**config.mk**
```make
export PLATFORM = sky130hd
export DESIGN_NAME = pcie_uirq_handshaker
export DESIGN_NICKNAME = d
export VERILOG_FILES = /design/src/rtl/uirq_hs_pkg.sv /design/src/rtl/uirq_hs_csr.sv /design/src/rtl/uirq_hs_sync.sv /design/src/rtl/uirq_hs_line.sv /design/src/rtl/pcie_uirq_handshaker.sv
export SDC_FILE = /design/constraint.sdc
export NUM_CORES = 1
export LEC_CHECK = 0
export BUFFER_PORTS_ARGS = -buffer_cell sky130_fd_sc_hd__clkbuf_2
export CAP_MARGIN = 30
export CORE_ASPECT_RATIO = 0.9
export CORE_UTILIZATION = 40
export DETAILED_ROUTE_END_ITERATION = 8
export PLACE_DENSITY = 0.7
export SYNTH_ARGS = -nofsm -noshare
export SYNTH_HDL_FRONTEND = slang
export SYNTH_SLANG_ARGS = --single-unit
```
**constraint.sdc**
```tcl
create_clock -name clk -period 2 [get_ports clk]
set_input_delay 0.1 -clock clk [delete_from_list [all_inputs] [get_ports clk]]
set_output_delay 0.1 -clock clk [all_outputs]
set_load 0.03 [all_outputs]
```
**src/rtl/uirq_hs_pkg.sv**
```systemverilog
package uirq_hs_pkg;

    // Interrupt retire mode, as held in bits 1:0 of the control word.
    typedef enum logic [1:0] {
        MODE_LEGACY = 2'd0,
        MODE_MSI    = 2'd1,
        MODE_MSIX   = 2'd2,
        MODE_RSVD   = 2'd3
    } irq_mode_e;

    // Per-line handshake state.
    typedef enum logic [1:0] {
        LN_IDLE,
        LN_ASSERT,
        LN_REARM,
        LN_HELD
    } line_state_e;

    typedef enum logic {
        WR_IDLE,
        WR_RESP
    } wr_state_e;

    typedef enum logic {
        RD_IDLE,
        RD_DATA
    } rd_state_e;

    // Byte offsets of the three register words.
    localparam int OFS_CLEAR  = 'h0;
    localparam int OFS_CTRL   = 'h4;
    localparam int OFS_STATUS = 'h8;

    localparam int CTRL_EN_BIT   = 31;
    localparam int STATUS_PEND_LSB = 16;
    localparam int DATA_W        = 32;

endpackage

```
**src/rtl/uirq_hs_csr.sv**
```systemverilog
module uirq_hs_csr
    import uirq_hs_pkg::*;
#(
    parameter int NUM_LINES = 16,
    parameter int ADDR_W    = 4
) (
    input  logic                 clk,
    input  logic                 rst_n,
    input  logic [ADDR_W-1:0]    s_awaddr,
    input  logic                 s_awvalid,
    output logic                 s_awready,
    input  logic [DATA_W-1:0]    s_wdata,
    input  logic                 s_wvalid,
    output logic                 s_wready,
    output logic [1:0]           s_bresp,
    output logic                 s_bvalid,
    input  logic                 s_bready,
    input  logic [ADDR_W-1:0]    s_araddr,
    input  logic                 s_arvalid,
    output logic                 s_arready,
    output logic [DATA_W-1:0]    s_rdata,
    output logic [1:0]           s_rresp,
    output logic                 s_rvalid,
    input  logic                 s_rready,
    input  logic [NUM_LINES-1:0] req_i,
    input  logic [NUM_LINES-1:0] pend_i,
    output logic                 en_o,
    output irq_mode_e            mode_o,
    output logic [NUM_LINES-1:0] clr_o
);

    localparam logic [ADDR_W-1:0] A_CLEAR  = ADDR_W'(OFS_CLEAR);
    localparam logic [ADDR_W-1:0] A_CTRL   = ADDR_W'(OFS_CTRL);
    localparam logic [ADDR_W-1:0] A_STATUS = ADDR_W'(OFS_STATUS);

    wr_state_e wr_state_q, wr_state_d;
    rd_state_e rd_state_q, rd_state_d;

    logic                 en_q;
    irq_mode_e            mode_q;
    logic [NUM_LINES-1:0] clr_q;
    logic [DATA_W-1:0]    rdata_q;
    logic [DATA_W-1:0]    rd_word;
    logic [DATA_W-1:0]    status_word;
    logic                 wr_fire;
    logic                 rd_fire;
    logic                 unused_wdata;

    assign unused_wdata = ^s_wdata;

    // Write channel state register.
    always_ff @(posedge clk) begin
        if (!rst_n) wr_state_q <= WR_IDLE;
        else        wr_state_q <= wr_state_d;
    end

    always_comb begin
        wr_state_d = wr_state_q;
        unique case (wr_state_q)
            WR_IDLE: if (s_awvalid && s_wvalid) wr_state_d = WR_RESP;
            WR_RESP: if (s_bready)              wr_state_d = WR_IDLE;
            default:                            wr_state_d = WR_IDLE;
        endcase
    end

    // Read channel state register.
    always_ff @(posedge clk) begin
        if (!rst_n) rd_state_q <= RD_IDLE;
        else        rd_state_q <= rd_state_d;
    end

    always_comb begin
        rd_state_d = rd_state_q;
        unique case (rd_state_q)
            RD_IDLE: if (s_arvalid) rd_state_d = RD_DATA;
            RD_DATA: if (s_rready)  rd_state_d = RD_IDLE;
            default:                rd_state_d = RD_IDLE;
        endcase
    end

    // Channel outputs.
    always_comb begin
        s_awready = (wr_state_q == WR_IDLE);
        s_wready  = (wr_state_q == WR_IDLE);
        s_bvalid  = (wr_state_q == WR_RESP);
        s_bresp   = 2'b00;
        s_arready = (rd_state_q == RD_IDLE);
        s_rvalid  = (rd_state_q == RD_DATA);
        s_rresp   = 2'b00;
        s_rdata   = rdata_q;
    end

    assign wr_fire = (wr_state_q == WR_IDLE) && s_awvalid && s_wvalid;
    assign rd_fire = (rd_state_q == RD_IDLE) && s_arvalid;

    always_comb begin
        status_word = '0;
        status_word[NUM_LINES-1:0] = req_i;
        status_word[STATUS_PEND_LSB +: NUM_LINES] = pend_i;
    end

    always_comb begin
        rd_word = '0;
        if (s_araddr == A_CTRL) begin
            rd_word[CTRL_EN_BIT] = en_q;
            rd_word[1:0]         = mode_q;
        end else if (s_araddr == A_STATUS) begin
            rd_word = status_word;
        end
    end

    // Control, clear and read data registers.
    always_ff @(posedge clk) begin
        if (!rst_n) begin
            en_q    <= 1'b0;
            mode_q  <= MODE_LEGACY;
            clr_q   <= '0;
            rdata_q <= '0;
        end else begin
            clr_q <= (wr_fire && s_awaddr == A_CLEAR) ? s_wdata[NUM_LINES-1:0] : '0;
            if (wr_fire && s_awaddr == A_CTRL) begin
                en_q <= s_wdata[CTRL_EN_BIT];
                if (!en_q) mode_q <= irq_mode_e'(s_wdata[1:0]);
            end
            if (rd_fire) rdata_q <= rd_word;
        end
    end

    assign en_o   = en_q;
    assign mode_o = mode_q;
    assign clr_o  = clr_q;

    // the clear word holds its value for one cycle only.
    assert_clear_pulse_R7: assert property (@(posedge clk) disable iff (!rst_n)
        (|clr_q) |=> (clr_q == '0));

    // the mode does not move while the block is enabled.
    assert_mode_locked_R9: assert property (@(posedge clk) disable iff (!rst_n)
        (en_q && $past(en_q)) |-> $stable(mode_q));

endmodule

```
**src/rtl/uirq_hs_sync.sv**
```systemverilog
module uirq_hs_sync #(
    parameter int NUM_LINES   = 16,
    parameter int SYNC_STAGES = 3
) (
    input  logic                 clk,
    input  logic                 rst_n,
    input  logic                 en_i,
    input  logic [NUM_LINES-1:0] src_i,
    output logic [NUM_LINES-1:0] rise_o
);

    logic [NUM_LINES-1:0] stage_q [SYNC_STAGES];
    logic [NUM_LINES-1:0] last_q;

    always_ff @(posedge clk) begin
        if (!rst_n || !en_i) begin
            for (int s = 0; s < SYNC_STAGES; s++) stage_q[s] <= '0;
            last_q <= '0;
        end else begin
            stage_q[0] <= src_i;
            for (int s = 1; s < SYNC_STAGES; s++) stage_q[s] <= stage_q[s-1];
            last_q <= stage_q[SYNC_STAGES-1];
        end
    end

    assign rise_o = stage_q[SYNC_STAGES-1] & ~last_q;

    // a rise is never reported in two consecutive cycles on one line.
    assert_single_rise_R2: assert property (@(posedge clk) disable iff (!rst_n || !en_i)
        (|rise_o) |=> ((rise_o & $past(rise_o)) == '0));

endmodule

```
**src/rtl/uirq_hs_line.sv**
```systemverilog
module uirq_hs_line
    import uirq_hs_pkg::*;
(
    input  logic      clk,
    input  logic      rst_n,
    input  logic      en_i,
    input  irq_mode_e mode_i,
    input  logic      rise_i,
    input  logic      ack_i,
    input  logic      clr_i,
    output logic      req_o,
    output logic      pend_o
);

    line_state_e state_q, state_d;
    logic        pend_q, pend_d;

    // State register: all state held at zero while disabled.
    always_ff @(posedge clk) begin
        if (!rst_n || !en_i) begin
            state_q <= LN_IDLE;
            pend_q  <= 1'b0;
        end else begin
            state_q <= state_d;
            pend_q  <= pend_d;
        end
    end

    // Next state.
    always_comb begin
        state_d = state_q;
        pend_d  = pend_q;
        unique case (state_q)
            LN_IDLE: begin
                if (rise_i || pend_q) begin
                    state_d = LN_ASSERT;
                    pend_d  = 1'b0;
                end
            end
            LN_ASSERT: begin
                if (rise_i) pend_d = 1'b1;
                if (clr_i) begin
                    state_d = LN_IDLE;
                end else if (ack_i) begin
                    unique case (mode_i)
                        MODE_LEGACY: state_d = LN_REARM;
                        MODE_MSI:    state_d = LN_HELD;
                        default:     state_d = LN_IDLE;
                    endcase
                end
            end
            LN_REARM: begin
                if (rise_i) pend_d = 1'b1;
                if (clr_i || ack_i) state_d = LN_IDLE;
            end
            LN_HELD: begin
                if (rise_i) pend_d = 1'b1;
                if (clr_i) state_d = LN_IDLE;
            end
            default: state_d = LN_IDLE;
        endcase
    end

    // Outputs.
    always_comb begin
        req_o  = (state_q == LN_ASSERT) || (state_q == LN_HELD);
        pend_o = pend_q;
    end

    // first legacy ack drops the request.
    assert_legacy_drop_R3: assert property (@(posedge clk) disable iff (!rst_n || !en_i)
        (mode_i == MODE_LEGACY && req_o && ack_i && !clr_i) |=> !req_o);

    // while waiting for the second ack the request stays low.
    assert_legacy_gap_R3: assert property (@(posedge clk) disable iff (!rst_n || !en_i)
        (state_q == LN_REARM && !ack_i && !clr_i) |=> !req_o);

    // an MSI ack leaves the request high.
    assert_msi_hold_R4: assert property (@(posedge clk) disable iff (!rst_n || !en_i)
        (mode_i == MODE_MSI && req_o && !clr_i) |=> req_o);

    // an MSI-X ack drops the request.
    assert_msix_drop_R5: assert property (@(posedge clk) disable iff (!rst_n || !en_i)
        (mode_i == MODE_MSIX && req_o && ack_i) |=> !req_o);

    // a software clear always leaves the request low next cycle.
    assert_sw_clear_R7: assert property (@(posedge clk) disable iff (!rst_n || !en_i)
        clr_i |=> !req_o);

    // the pending flag is set only by a rising edge.
    assert_pend_from_rise_R10: assert property (@(posedge clk) disable iff (!rst_n || !en_i)
        $rose(pend_o) |-> $past(rise_i));

endmodule

```
**src/rtl/pcie_uirq_handshaker.sv**
```systemverilog
module pcie_uirq_handshaker
    import uirq_hs_pkg::*;
#(
    parameter int NUM_LINES   = 16,
    parameter int SYNC_STAGES = 3,
    parameter int ADDR_W      = 4
) (
    input  logic                 clk,
    input  logic                 rst_n,
    input  logic [NUM_LINES-1:0] src_i,
    input  logic [NUM_LINES-1:0] irq_ack_i,
    output logic [NUM_LINES-1:0] irq_req_o,
    input  logic [ADDR_W-1:0]    s_awaddr,
    input  logic                 s_awvalid,
    output logic                 s_awready,
    input  logic [31:0]          s_wdata,
    input  logic                 s_wvalid,
    output logic                 s_wready,
    output logic [1:0]           s_bresp,
    output logic                 s_bvalid,
    input  logic                 s_bready,
    input  logic [ADDR_W-1:0]    s_araddr,
    input  logic                 s_arvalid,
    output logic                 s_arready,
    output logic [31:0]          s_rdata,
    output logic [1:0]           s_rresp,
    output logic                 s_rvalid,
    input  logic                 s_rready
);

    logic                 en;
    irq_mode_e            mode;
    logic [NUM_LINES-1:0] clr_vec;
    logic [NUM_LINES-1:0] rise_vec;
    logic [NUM_LINES-1:0] req_vec;
    logic [NUM_LINES-1:0] pend_vec;

    uirq_hs_csr #(
        .NUM_LINES (NUM_LINES),
        .ADDR_W    (ADDR_W)
    ) u_csr (
        .clk       (clk),
        .rst_n     (rst_n),
        .s_awaddr  (s_awaddr),
        .s_awvalid (s_awvalid),
        .s_awready (s_awready),
        .s_wdata   (s_wdata),
        .s_wvalid  (s_wvalid),
        .s_wready  (s_wready),
        .s_bresp   (s_bresp),
        .s_bvalid  (s_bvalid),
        .s_bready  (s_bready),
        .s_araddr  (s_araddr),
        .s_arvalid (s_arvalid),
        .s_arready (s_arready),
        .s_rdata   (s_rdata),
        .s_rresp   (s_rresp),
        .s_rvalid  (s_rvalid),
        .s_rready  (s_rready),
        .req_i     (req_vec),
        .pend_i    (pend_vec),
        .en_o      (en),
        .mode_o    (mode),
        .clr_o     (clr_vec)
    );

    uirq_hs_sync #(
        .NUM_LINES   (NUM_LINES),
        .SYNC_STAGES (SYNC_STAGES)
    ) u_sync (
        .clk    (clk),
        .rst_n  (rst_n),
        .en_i   (en),
        .src_i  (src_i),
        .rise_o (rise_vec)
    );

    for (genvar g = 0; g < NUM_LINES; g++) begin : g_line
        uirq_hs_line u_line (
            .clk    (clk),
            .rst_n  (rst_n),
            .en_i   (en),
            .mode_i (mode),
            .rise_i (rise_vec[g]),
            .ack_i  (irq_ack_i[g]),
            .clr_i  (clr_vec[g]),
            .req_o  (req_vec[g]),
            .pend_o (pend_vec[g])
        );
    end

    assign irq_req_o = req_vec;

    // one cycle after the enable is seen low, nothing is requested or pending.
    assert_quiet_when_off_R8: assert property (@(posedge clk) disable iff (!rst_n)
        !en |=> (req_vec == '0 && pend_vec == '0));

endmodule

```
Word-level counts from Yosys, hierarchy flattened
Memory sizes are Yosys's and may differ from the RTL's.
Cells that the tools add are included.
{"block": "totals", "reg_bits": 117, "ramBits": 48, "mem_count": 1}
{"name": "u_sync.stage_q", "depth": 3, "word_bits": 16, "rd": 3, "rd_clocked_by_memory_dff": 0, "wr": 3, "line": "uirq_hs_sync.sv:12", "text": "logic [NUM_LINES-1:0] stage_q [SYNC_STAGES];"}
{"block": "classes", "eq_ne": 132, "mux": 161, "bitwise": 8, "reduce_logical": 125}
{"cell": "2-bit two-way mux", "count": 81}
{"cell": "2-bit one-hot mux with 4 select lines", "count": 16}
{"cell": "2-bit by 1-bit != test with 1-bit output (second input constant)", "count": 48}
{"cell": "2-bit equality test (second input constant)", "count": 32}
{"cell": "4-bit AND reduction", "count": 16}
{"cell": "1-bit logical OR", "count": 49}
{"cell": "16-bit two-way mux", "count": 3}
{"cell": "3-bit != test (second input constant)", "count": 16}
{"cell": "3-bit OR reduction", "count": 16}
{"cell": "1-bit two-way mux", "count": 40}
{"cell": "1-bit one-hot mux with 2 select lines", "count": 18}
{"cell": "2-bit AND reduction", "count": 18}
{"cell": "2-bit by 1-bit equality test with 1-bit output (second input constant)", "count": 17}
{"cell": "2-bit logical NOT", "count": 17}
{"cell": "32-bit two-way mux", "count": 1}
{"cell": "2-bit != test (second input constant)", "count": 16}
{"cell": "29-bit two-way mux", "count": 1}
{"cell": "16-bit bitwise AND", "count": 1}
{"cell": "16-bit NOT", "count": 1}
{"cell": "4-bit by 3-bit equality test with 1-bit output (second input constant)", "count": 2}
{"cell": "1-bit logical AND", "count": 6}
{"cell": "4-bit equality test (second input constant)", "count": 1}
{"cell": "4-bit logical NOT", "count": 1}
{"cell": "2-bit one-hot mux with 2 select lines", "count": 1}
{"cell": "3 further kinds", "count": 8}

Logic depth before layout (Yosys ltp)
{"block": "depth", "ltp_word": 5, "ltp_mapped": 5, "mapped_depth_nobuf": 3}

Modules after synthesis
A second synthesis with hierarchy kept.
{"block": "hier_totals", "hier_cells": 575, "hier_area_um2": 5821.8}
{"module": "uirq_hs_line", "n_inst": 16, "cells_per_inst": 17, "area_per_inst_um2": 140.1}
{"module": "uirq_hs_sync", "n_inst": 1, "cells_per_inst": 157, "area_per_inst_um2": 1846.8}
{"module": "uirq_hs_csr", "n_inst": 1, "cells_per_inst": 146, "area_per_inst_um2": 1732.9}

Worst setup path after synthesis
OpenSTA, ideal clock, no wires.
{"block": "synth_path", "kind": "reg-to-reg", "from": "reg u_csr.rd_state_q, in the netlist u_csr.s_rvalid", "to": "reg u_csr.rdata_q[20], in the netlist u_csr.s_rdata[20]", "setup_ns": 0.060, "arrival_ns": 1.554, "t_required_ns": 1.940, "setup_slack_ns": 0.386, "path_stages_with_launch": 5, "synth_period_minus_slack_ns": 1.614, "path_cell_list": "dfxtp_1 inv_1 a21oi_1 clkbuf_1 a22o_1"}
{"block": "synth_between", "elab_chain_len": 2}
{"element": "start, declared", "line": "uirq_hs_csr.sv:37", "text": "rd_state_e rd_state_q, rd_state_d;"}
{"element": "start signal, assigned", "line": "uirq_hs_csr.sv:69", "text": "else rd_state_q <= rd_state_d;"}
{"element": "1-bit NOT"}
{"element": "net s_arready", "line": "pcie_uirq_handshaker.sv:24", "text": "output logic s_arready,"}
{"element": "1-bit logical AND", "line": "uirq_hs_csr.sv:94", "text": "assign rd_fire = (rd_state_q == RD_IDLE) && s_arvalid;"}
{"element": "end signal, assigned", "line": "uirq_hs_csr.sv:125", "text": "if (rd_fire) rdata_q <= rd_word;"}
{"element": "end, declared", "line": "uirq_hs_csr.sv:42", "text": "logic [DATA_W-1:0] rdata_q;"}
The timed path passes the listed nets, and every way through them passes these cells.
A chain may end at the register's enable or synchronous reset.

Worst setup path in the final report
{"block": "layout_path", "from": "reg u_csr.rd_state_q, in the netlist u_csr.s_rvalid", "to": "reg u_csr.rdata_q[21], in the netlist u_csr.s_rdata[21]"}
{"block": "layout_between", "elab_chain_len": 2}
{"element": "1-bit NOT", "line": "uirq_hs_csr.sv:94"}
{"element": "1-bit logical AND", "line": "uirq_hs_csr.sv:94"}
No other way between the ends.

==> run metrics <==
status=completed; clk root buf=clkbuf_16; syn_area_per_cell=about 10 µm²; total gr overflow=0; Main synth FF type=dfxtp_1; Tot Pwr=6.704 mW; Worst Path Arrival=1.93 ns; Fin. Hold Viols=0; met3 Resource Use GR=5.817%; Die Height=approximately 110 µm; Net Sw Power=between 1 and 1.5 mW; first-pass GRT wire length=between 20000 and 25000 µm; fraction of the cycle the final worst path needs=a little under 80%; GR Layer Usage met1=between 20% and 30%; largest net degree at the start of global routing=64; # IOs=136; DRC violations left=0; Final min period=between 1.5 and 2 ns; starting DRC count in detailed routing=220; Max Cap Violations=0; Setup crit end kind=register; fin. max-slew vios=0; Post-synth EDFFs=0; CTS tree=yes; DIE AREA=14630 µm²; Leak Pwr=about 3.2 nW; synthesis-to-finish area growth=29.64%; Final Skew=roughly 0.009 ns; number of vias per cell=a little under 5; Syn Inst Count=570; Comb power frac=between 4 and 5%; clock share of power=between 40% and 50%; Fillers=around 1200; register share of total power=49.2%; Final nets=between 700 and 800; Hold WS=0.07995 ns; post-cts repair resize count=0; core area=13560 µm²; layout cells sized above 1=between 20 and 25%; post-synth cell types=29; number of global-route vias before repair=between 4000 and 5000; PwrDens=~900 nW/µm²; R2R depth=4; Ys Warns=0; Max Root-Sink Buffers=2; commonest non-fill, non-tap cell in the layout=dfxtp_1; # diodes=0; final cell count without fillers=904; Hold Crit Depth=4; DP Cell Count=slightly above 800; FF/Latch Area=between 3000 and 4000 µm²; RePlAce Congestion=0.7789; site row count=40; f_max=around 630 MHz; Crit Path Category=register to register; Hold Crit Class=input port to register; hold_buf cts=52; WL final=13000 µm; RSZ-0062 raised after global routing=false; initial antenna violation count=0; M2 GR Usage=30.75%; sequential-to-total area share from yosys stat=just under 60%; commonest non-fill, non-tap cells in the layout=dfxtp_1, clkbuf_2, and3_1; port buffer count=~120; latest clock arrival within the worst-skew pair=~0.41 ns; Max FO, Critical Path=24; DR pass1 iterations=5; routed vias=between 4000 and 5000; GRT busiest layer=met2; Syn Std Cell Area=5660 µm²; maximum VDD drop=0.0006986 V; FFs w/ async S/R, synth=0%; final setup fails=0; Initial Utilization=between 40% and 50%; Internal=between 5 and 6 mW; Post-DRT Antenna Nets=0; cts bufs inserted=17; clock sink count=~170; WP data required=roughly 2.4 ns; all-layer global routing usage=18.33%; Post-CTS Setup Bufs=0; Net Sw Frac=20.54%; Post-DP Area=approximately 6200 µm²; Clock transition at path regs=roughly 0.060 ns; Worst Setup Start Kind=register; Multi-input gate area=~1800 µm²; DP Wirelength=roughly 8600 µm; Synth Register Bits=around 170; Avg WL per Cell=14.38 µm; total negative slack=0 ns; fin area=7338 µm²; Die X=roughly 130 µm; H-Tree Depth=4
synth_stat cells (2+ instances only):
cell type    n  share of area (%)
a21oi_1     33                2.9
clkbuf_1    40                2.7
nor4b_1      2               0.31
nand2_1      8               0.53
and2_1      16                1.8
a22o_1      29                4.5
nor2_1      34                2.3
a2111oi_0   17                2.6
o21ai_0     15                1.3
buf_2        4               0.35
o2bb2ai_1    3               0.46
inv_1       53                3.5
dfxtp_1    165                 58
nor3_1      17                1.5
nor2b_1     18                2.0
and3_1      65                7.2
o311ai_0    15                2.3
a22oi_1      3               0.40
buf_4       21                2.8
mux2i_1      3               0.53
kinds of logic (layout without fill, tap and decap cells):
kind of cell,after synthesis,count (layout),share of synthesized area (%)
simple gates,163,163,16.34
mux,4,4,0.7295
buf+inv,119,261,9.505
compound gates,118,118,15.01
other cells,1,4,0.06625
flops,165,165,58.36
power by group through the flow:
stage	clock network [mW]	registers [mW]	logic (mW)
global placement	0	3.37	0.188
global route	3.35	3.30	0.298
detailed placement	0	3.37	0.192
CTS	3.20	3.30	0.273
finish	3.13	3.30	0.274
floorplan	0	3.37	0.0928
worst max-delay path, cell delays in order, from the launching register on:
cell,delay [ns]
dfxtp_1,0.35
nor4b_1,0.40
and3_1,0.42
buf_12,0.22
a22o_1,0.14
final cells by class:
class	count	share of cell area (%)
Multi-Input combinational cell	289	25.10
Clock buffer	23	6.377
Tap cell	189	3.223
Timing Repair Buffer	176	16.16
Sequential cell	165	45.03
Clock inverter	9	1.398
Inverter	53	2.711
per-stage QoR:
step,util [%],setup slack [ns]
finish,54.11,0.4231
global route,54.11,0.3266
CTS,54.11,0.4200
detailed placement,46.06,0.4437
global placement,46.06,0.4545
floorplan,-,0.3861
worst paths after layout:
path | start | endpoint | slack, ns
hold reg to reg | u_csr.clr_o[11] | g_line[11].u_line.state_q[1] | 0.42
setup / recovery | u_csr.s_rvalid | u_csr.s_rdata[21] | 0.42
hold / removal | s_araddr[0] | u_csr.s_rdata[1] | 0.08
setup reg to reg | u_csr.s_rvalid | u_csr.s_rdata[21] | 0.42
state kept, by name, summed over array words and instances (netlist names):
name                   flops
g_line.u_line.pend_o      16
u_csr.s_bvalid             1
u_sync.stage_q            48
u_csr.s_rdata             32
u_sync.last_q             16
u_csr.mode_o               2
u_csr.clr_o               16
g_line.u_line.state_q     32
u_csr.en_o                 1
u_csr.s_rvalid             1
per-layer routing:
metal	up-vias	share of wire [%]
met1	2056	46
li1	2199	-
met2	140	47
met5	-	0
met4	0	1.7
met3	16	5.4
Note: power is estimated with default switching activity, not from simulation.
